==> config.mk <==
export PLATFORM = sky130hd
export DESIGN_NAME = gpio_irq_trigger
export DESIGN_NICKNAME = d
export VERILOG_FILES = /design/src/rtl/gpio_irq_pkg.sv /design/src/rtl/gpio_irq_edge.sv /design/src/rtl/gpio_irq_match.sv /design/src/rtl/gpio_irq_cell.sv /design/src/rtl/gpio_irq_trigger.sv
export SDC_FILE = /design/constraint.sdc
export NUM_CORES = 1
export LEC_CHECK = 0
export ABC_AREA = 1
export CAP_MARGIN = 30
export CELL_PAD_IN_SITES_DETAIL_PLACEMENT = 0
export CELL_PAD_IN_SITES_GLOBAL_PLACEMENT = 1
export CORE_ASPECT_RATIO = 2
export CORE_MARGIN = 2
export CORE_UTILIZATION = 24
export CTS_CLUSTER_SIZE = 20
export DETAILED_ROUTE_END_ITERATION = 16
export PLACE_DENSITY = 0.77
export SLEW_MARGIN = 40
export SYNTH_ARGS = -nofsm -noshare
export SYNTH_HDL_FRONTEND = slang
export SYNTH_HIERARCHICAL = 1
export SYNTH_SLANG_ARGS = --single-unit
==> constraint.sdc <==
create_clock -name clk -period 1.2 [get_ports clk]
set_input_delay 0.18 -clock clk [delete_from_list [all_inputs] [get_ports clk]]
set_output_delay 0.18 -clock clk [all_outputs]
set_load 0.1 [all_outputs]
==> src/rtl/gpio_irq_pkg.sv <==
// Shared types for the pin interrupt trigger logic.
// Assumes the polarity field is 2 bits wide and uses the encoding below.
package gpio_irq_pkg;
    typedef enum logic [1:0] {
        ACT_LOW  = 2'b00,
        ACT_HIGH = 2'b01,
        ACT_BOTH = 2'b10,
        ACT_RSVD = 2'b11
    } act_e;

    localparam int ACT_W = 2;
endpackage

==> src/rtl/gpio_irq_edge.sv <==
// Keeps the previous sample of one debounced pin and reports rising and
// falling transitions. Assumes pin is already synchronous to clk.
// No edge is reported until a first reference sample has been taken.
module gpio_irq_edge (
    input  logic clk,
    input  logic rst_n,
    input  logic pin,
    output logic rise,
    output logic fall
);
    logic prev_q;
    logic primed_q;

    // Capture the reference level and mark it valid after the first sample.
    always_ff @(posedge clk) begin
        if (!rst_n) begin
            prev_q   <= 1'b0;
            primed_q <= 1'b0;
        end else begin
            prev_q   <= pin;
            primed_q <= 1'b1;
        end
    end

    // Compare the live level with the reference.
    always_comb begin
        rise = primed_q &  pin & ~prev_q;
        fall = primed_q & ~pin &  prev_q;
    end
endmodule

==> src/rtl/gpio_irq_match.sv <==
// Decides whether the current cycle is a trigger event for one pin, from
// the mode bit, the polarity field, the live level and the edge strobes.
// Purely combinational; the reserved polarity never matches.
module gpio_irq_match
    import gpio_irq_pkg::*;
(
    input  logic             lvl_mode,
    input  logic [ACT_W-1:0] act,
    input  logic             pin,
    input  logic             rise,
    input  logic             fall,
    output logic             hit
);
    act_e act_sel;

    // Select the event source for the configured mode and polarity.
    always_comb begin
        act_sel = act_e'(act);
        hit     = 1'b0;
        if (lvl_mode) begin
            unique case (act_sel)
                ACT_LOW:  hit = ~pin;
                ACT_HIGH: hit = pin;
                default:  hit = 1'b0;
            endcase
        end else begin
            unique case (act_sel)
                ACT_LOW:  hit = fall;
                ACT_HIGH: hit = rise;
                ACT_BOTH: hit = rise | fall;
                default:  hit = 1'b0;
            endcase
        end
    end
endmodule

==> src/rtl/gpio_irq_cell.sv <==
// One pin: edge tracking, event decode and the two sticky flags.
// Assumes clr is a single-cycle write-one-to-clear strobe.
// A same-cycle trigger event takes priority over the clear.
module gpio_irq_cell
    import gpio_irq_pkg::*;
(
    input  logic             clk,
    input  logic             rst_n,
    input  logic             pin,
    input  logic             lvl_mode,
    input  logic [ACT_W-1:0] act,
    input  logic             int_en,
    input  logic             wake_en,
    input  logic             clr,
    output logic             int_sts,
    output logic             wake_sts
);
    logic rise;
    logic fall;
    logic hit;
    logic int_q;
    logic wake_q;

    gpio_irq_edge u_edge (
        .clk   (clk),
        .rst_n (rst_n),
        .pin   (pin),
        .rise  (rise),
        .fall  (fall)
    );

    gpio_irq_match u_match (
        .lvl_mode (lvl_mode),
        .act      (act),
        .pin      (pin),
        .rise     (rise),
        .fall     (fall),
        .hit      (hit)
    );

    // Interrupt flag: set on an enabled event, else cleared by the strobe.
    always_ff @(posedge clk) begin
        if (!rst_n)            int_q <= 1'b0;
        else if (int_en && hit) int_q <= 1'b1;
        else if (clr)           int_q <= 1'b0;
    end

    // Wake flag: set on an event when wake is enabled, else cleared by the strobe.
    always_ff @(posedge clk) begin
        if (!rst_n)              wake_q <= 1'b0;
        else if (wake_en && hit) wake_q <= 1'b1;
        else if (clr)            wake_q <= 1'b0;
    end

    assign int_sts  = int_q;
    assign wake_sts = wake_q;


    evt_sets_flag_chk: assert property (@(posedge clk) disable iff (!rst_n)
        (int_en && hit) |=> int_q);


    rsvd_silent_chk: assert property (@(posedge clk) disable iff (!rst_n)
        ((act == ACT_RSVD || (lvl_mode && act == ACT_BOTH)) && !int_q && !wake_q)
        |=> (!int_q && !wake_q));


    disabled_hold_chk: assert property (@(posedge clk) disable iff (!rst_n)
        (!int_en && !clr) |=> $stable(int_q));


    clear_both_chk: assert property (@(posedge clk) disable iff (!rst_n)
        (clr && !hit) |=> (!int_q && !wake_q));


    wake_sets_chk: assert property (@(posedge clk) disable iff (!rst_n)
        (wake_en && hit) |=> wake_q);
endmodule

==> src/rtl/gpio_irq_trigger.sv <==
// Per-pin interrupt trigger logic for NPINS independent pins. Each pin
// latches interrupt and wake flags and raises its own request when
// pending, enabled and unmasked. Pins are not combined here.
// Assumes all inputs are synchronous to clk.
module gpio_irq_trigger
    import gpio_irq_pkg::*;
#(
    parameter int NPINS = 4
) (
    input  logic                   clk,
    input  logic                   rst_n,
    input  logic [NPINS-1:0]       pin_lvl,
    input  logic [NPINS-1:0]       cfg_lvl_mode,
    input  logic [ACT_W*NPINS-1:0] cfg_act,
    input  logic [NPINS-1:0]       cfg_en,
    input  logic [NPINS-1:0]       cfg_unmask,
    input  logic [NPINS-1:0]       cfg_wake_en,
    input  logic [NPINS-1:0]       clr_sts,
    output logic [NPINS-1:0]       int_sts,
    output logic [NPINS-1:0]       wake_sts,
    output logic [NPINS-1:0]       pending,
    output logic [NPINS-1:0]       irq_req
);
    // One cell per pin.
    for (genvar i = 0; i < NPINS; i++) begin : g_pin
        gpio_irq_cell u_cell (
            .clk      (clk),
            .rst_n    (rst_n),
            .pin      (pin_lvl[i]),
            .lvl_mode (cfg_lvl_mode[i]),
            .act      (cfg_act[ACT_W*i +: ACT_W]),
            .int_en   (cfg_en[i]),
            .wake_en  (cfg_wake_en[i]),
            .clr      (clr_sts[i]),
            .int_sts  (int_sts[i]),
            .wake_sts (wake_sts[i])
        );
    end

    // Pending merges both flags; the request also needs enable and unmask.
    always_comb begin
        pending = int_sts | wake_sts;
        irq_req = pending & cfg_en & cfg_unmask;
    end
endmodule

## Word-level counts from Yosys, hierarchy flattened

Index checks and enable logic that the tools add are counted.

| cells by class | value |
|---|---|
| mux-type cells | 25 |
| bitwise operators | 31 |
| reductions and logical operators | 20 |
| eq/ne operators | 8 |

Operator list:

| cell | count |
|---|---|
| two-way mux 1 bit | 17 |
| AND 1 bit | 16 |
| nonzero test 2 bit | 8 |
| one-hot mux 1 bit (3 select lines) | 4 |
| AND 4 bit | 2 |
| equality test 2 x 1 -> 1 bit, second input constant | 4 |
| equality test 2 bit, second input constant | 4 |
| logical AND 1 bit | 8 |
| logical NOT 2 bit | 4 |
| NOT 1 bit | 8 |
| one-hot mux 1 bit (2 select lines) | 4 |
| bitwise OR 1 bit | 4 |
| bitwise OR 4 bit | 1 |

| word-level totals | value |
|---|---|
| register bits | 13 |
| output and inout bits | 16 |
| bits of input ports | 34 |

## Logic depth before layout (Yosys ltp)

| depth | value |
|---|---|
| depth in word-level cells | 8 |
| depth in mapped cells | 8 |
| depth with buffers taken out | 8 |

## Modules after synthesis

Netlist, hierarchy kept.

Modules (own cells, without submodules):

| module | seq. area each (µm²) | cells an instance | area each (µm²) | times used |
|---|---|---|---|---|
| gpio_irq_cell | 40.0 | 10 | 72.6 | 4 |
| gpio_irq_edge | 40.0 | 8 | 62.6 | 4 |
| gpio_irq_match | 0.0 | 13 | 60.1 | 4 |
| gpio_irq_trigger | 0.0 | 16 | 70.1 | 1 |

## Worst setup path after synthesis

Ideal clock, no wire load.

| path | value |
|---|---|
| kind | reg2out |
| start | register g_pin[0].u_cell.wake_q |
| end | output port irq_req[0] |
| slack | -1316 ps |
| arrival time | 2336 ps |
| buffers on the path | 0 |
| cell stages (with the launch flop) | 3 |
| cells stage by stage | dfxtp_1 > nor2_2 > nor2_1 |

| on the way | value |
|---|---|
| cells in the longest elaborated chain, start to end | 3 |

Ends and longest elaborated chain:

| what | line | text |
|---|---|---|
| from (decl) | gpio_irq_cell.sv:22 | `logic wake_q;` |
| from (signal assigned) | gpio_irq_cell.sv:50 | `if (!rst_n) wake_q <= 1'b0;` |
| from (signal assigned) | gpio_irq_cell.sv:51 | `else if (wake_en && hit) wake_q <= 1'b1;` |
| from (signal assigned) | gpio_irq_cell.sv:52 | `else if (clr) wake_q <= 1'b0;` |
| bitwise OR 4 bit | gpio_irq_trigger.sv:42 | `pending = int_sts \| wake_sts;` |
| AND 4 bit (2 in series) | gpio_irq_trigger.sv:43 | `irq_req = pending & cfg_en & cfg_unmask;` |
| to (decl) | gpio_irq_trigger.sv:22 | `output logic [NPINS-1:0] irq_req` |

Every way passes these cells.

## Final worst setup path

| path | value |
|---|---|
| start | register g_pin[3].u_cell.wake_q |
| end | output port pending[3] |

| on the way | value |
|---|---|
| cells in the longest elaborated chain, start to end | 1 |

Ends and longest elaborated chain:

| what | line | text |
|---|---|---|
| from (decl) | gpio_irq_cell.sv:22 |  |
| from (signal assigned) | gpio_irq_cell.sv:50 |  |
| from (signal assigned) | gpio_irq_cell.sv:51 |  |
| from (signal assigned) | gpio_irq_cell.sv:52 |  |
| bitwise OR 4 bit | gpio_irq_trigger.sv:42 |  |
| to (decl) | gpio_irq_trigger.sv:21 | `output logic [NPINS-1:0] pending,` |

Every way passes these cells.

==> run summary <==
Relative slew slack - 0.884
Tcrit/Tclk final - 1.03
Final Slew Violations - 0
Reg-to-reg startpoint - g_pin[0].u_cell/u_edge/primed_q
Family with the most delay on the worst path - flip-flops
Peak supply drop - 0.680 mV
Power per cell area - 845 nW/um^2
Cell depth of the worst setup path - 3
CTS buffer count - 3
GR Util All Layers - 0.126
Critical path origin - g_pin[3].u_cell/wake_sts
ANT cells - 0
Clk slew on worst S/H paths - 0.06 ns
Post-synthesis mux area share - 0
Net Count, Synth - 174
Largest net degree at the start of global routing - 13
# setup viols final - 4
Core box area - 3380 sq um
Layout area overhead - 113%
Synth top cells by count - nand2_1, inv_1, dfxtp_1
Switching pwr - 506 uW
Post-synthesis adder-cell area fraction - 0
Synthesized area - 851 sq um
TritonCTS clock tree - built
Worst Path Arrival - 1.05 ns
Skew final - 0.00666 ns
Crit Path Class - register to primary output
Number of global-route vias before repair - 1,078
Clock Tree Root - clkbuf_8
CP endpoint - pending[3]
Endpoint class of the critical path - primary output
Row cnt - 30
Final count of hold timing violations - 0
Most frequent cell after synthesis - nand2_1
Main combinational cell family by area after synthesis - simple AND/OR/NAND/NOR gates
Syn Area/Cell - 6.08 sq um
Worst-path cell with the longest stage delay - dfxtp_4
Grt ovf - 0
Violated checks - setup timing
Die ar. - 4070 sq um
Reg2Reg Capture Point - g_pin[0].u_cell/wake_sts
GPL Wtd Cong - 0.695
Initial Util - 0.252
Inst Count DP - 228
Residual DRC count - 0
CP bufs+invs - 2
Top-area cell type share of the netlist area - 0.376
Max cap viols - 0
Synth top area cells - dfxtp_1, nand2_1, inv_1
Clock Tree Buf Depth - 2
Fmax - 0.812 GHz
# fillers - 319
YS warnings - 6
Worst EP required - 1.02 ns
Cts hold-fix bufs - 0
Dpl cell area - 1690 sq um
Worst-Margin Slew - 0.174 ns
Path depth of the worst reg2reg path - 8
Worst min path class - input port to register
Combinational Power Share - 0.373
Pleak - 0.000890 uW
Clk pwr share - 0.258
Routed Antenna Nets - 0
Final instance area - 1810 sq um
Post-synth EDFFs - 0
Seq pwr share - 0.369
Top fanout value on the critical path - 3
CP peak stage delay - 0.35 ns
Asr flop ratio synth - 0
Nets - 243
CTS H-Tree Depth - 1
# port buffers - 49
Unrepaired setup endpoints after global routing - yes
Clk_lat worst skew - 0.24 ns
Worst R2R Setup Slack - 0.19 ns
Distinct cells, synth - 11
Min Tclk post-route - 1.23 ns
Register bit total from synthesis - 16
Die H - 88.2 um
First-pass GRT wire length - 3.95 mm
Internal - 1020 uW
Routed WL - 2.31 mm
Outcome - complete, but fails checks
Initial antenna violation count - 0
Vias per std cell - 4.34
DRT iter0 DRCs - 9
DP HPWL - 1.89 mm
Ratio of cells with drive above 1 in the final layout - 0.337
Yosys top cell by area - dfxtp_1
Mapped Cells - 140
Net Sw Frac - 0.331
Setup ws final - -0.0320 ns
Post-Synth Simple-Gate Area - 0.429
Vias - 1,042
Xor and xnor area share after synthesis - 0
Register area share after synthesis - 0.376
Startpoint type of the worst setup path - register
CP Cell Sequence - nor2_4 -> clkinvlp_4 -> buf_12
Die width - 46.1 um
Number of I/O pins - 50
Detailed-route wire length per cell - 9.61 um
DR pass1 iterations - 4
CTS sink count - 16
Main synth FF type - dfxtp_1
Synth Area in Compound Gates - 0.0706
Post-Layout Cell Count - 240
repair_timing:
item,in CTS,in global routing
resized for setup,10,6
pin swaps,7,4
endpoints found under the setup margin,8,14
setup buffers,5,3
layout make-up:
| class | count | area [sq um] | area share |
|---|---|---|---|
| Tap cell | 32 | 40.0 | 0.0221 |
| Multi-Input combinational cell | 96 | 485 | 0.268 |
| Clock inverter | 1 | 3.75 | 0.00207 |
| Sequential cell | 16 | 350 | 0.193 |
| Clock buffer | 3 | 41.3 | 0.0228 |
| Timing Repair Buffer | 64 | 771 | 0.425 |
| Inverter | 28 | 120 | 0.0663 |
worst min path at each step:
stage / startpoint / endpoint / slack, ns / cells past startpoint
after floorplan: rst_n / g_pin[0].u_cell/u_edge/primed_q / 0.21 / 0
after global placement: g_pin[0].u_cell/int_sts / g_pin[0].u_cell/int_sts / 0.50 / 2
after detailed placement: g_pin[2].u_cell/int_sts / g_pin[2].u_cell/int_sts / 0.51 / 2
after CTS: cfg_en[3] / g_pin[3].u_cell/int_sts / 0.33 / 3
after global routing: pin_lvl[3] / g_pin[3].u_cell/u_edge/prev_q / 0.27 / 3
final: pin_lvl[3] / g_pin[3].u_cell/u_edge/prev_q / 0.24 / 3
sequential cells by signal, indices dropped and copies added, names as in the netlist:
name,flops
g_pin.u_cell/u_edge/prev_q,4
g_pin.u_cell/int_sts,4
g_pin.u_cell/wake_sts,4
g_pin.u_cell/u_edge/primed_q,4
stage by stage:
step | setup TNS, ns | util | setup WS, ns | hold WS [ns] | power [uW]
final | -0.111 | 0.536 | -0.0320 | 0.237 | 1530
after global routing | -0.324 | 0.536 | -0.0868 | 0.274 | 1610
after detailed placement | -1.86 | 0.500 | -0.231 | 0.506 | 1140
after floorplan | -0.597 | - | -0.108 | 0.208 | 870
after CTS | -0.159 | 0.525 | -0.0527 | 0.333 | 1550
after global placement | -1.48 | 0.500 | -0.204 | 0.496 | 1130
cell families after synthesis:
family | Yosys count
buf+inv | 28
simple gates | 84
compound gates | 12
flops | 16
per-layer routing:
layer	vias up	track usage	wire (um)
li1	548	-	-
met1	459	0.129	779
met2	31	0.226	1310
met3	4	0.0289	175
met4	0	0.0623	44
met5	-	0	0
worst reg2reg max path: cells and delay by family (launching register included):
family,cells,cell delay (ns)
AOI/OAI and AO/OA,1,0.14
DFF,1,0.33
and+or+nand+nor,7,0.47
power groups by stage:
stage	clock, uW	combinational [uW]	sequential [uW]
3_5_place_dp	0	557	585
5_1_grt	435	610	568
4_1_cts	416	571	567
3_3_place_gp	0	551	583
2_1_floorplan	0	217	653
6_report	395	572	565
cells in the final DEF, fill, tap and decap left out, types with 6 or more instances in the layout:
| cell | instances |
|---|---|
| dlygate4sd2_1 | 6 |
| nand2_1 | 52 |
| dfxtp_4 | 8 |
| buf_12 | 16 |
| nor2_1 | 8 |
| nor2_4 | 8 |
| a21oi_1 | 8 |
| dlymetal6s2s_1 | 6 |
| clkdlybuf4s50_1 | 21 |
| inv_1 | 20 |
| dfxtp_1 | 8 |
| buf_4 | 15 |
| nand2_2 | 8 |
Power figures use the tool's default switching activity.
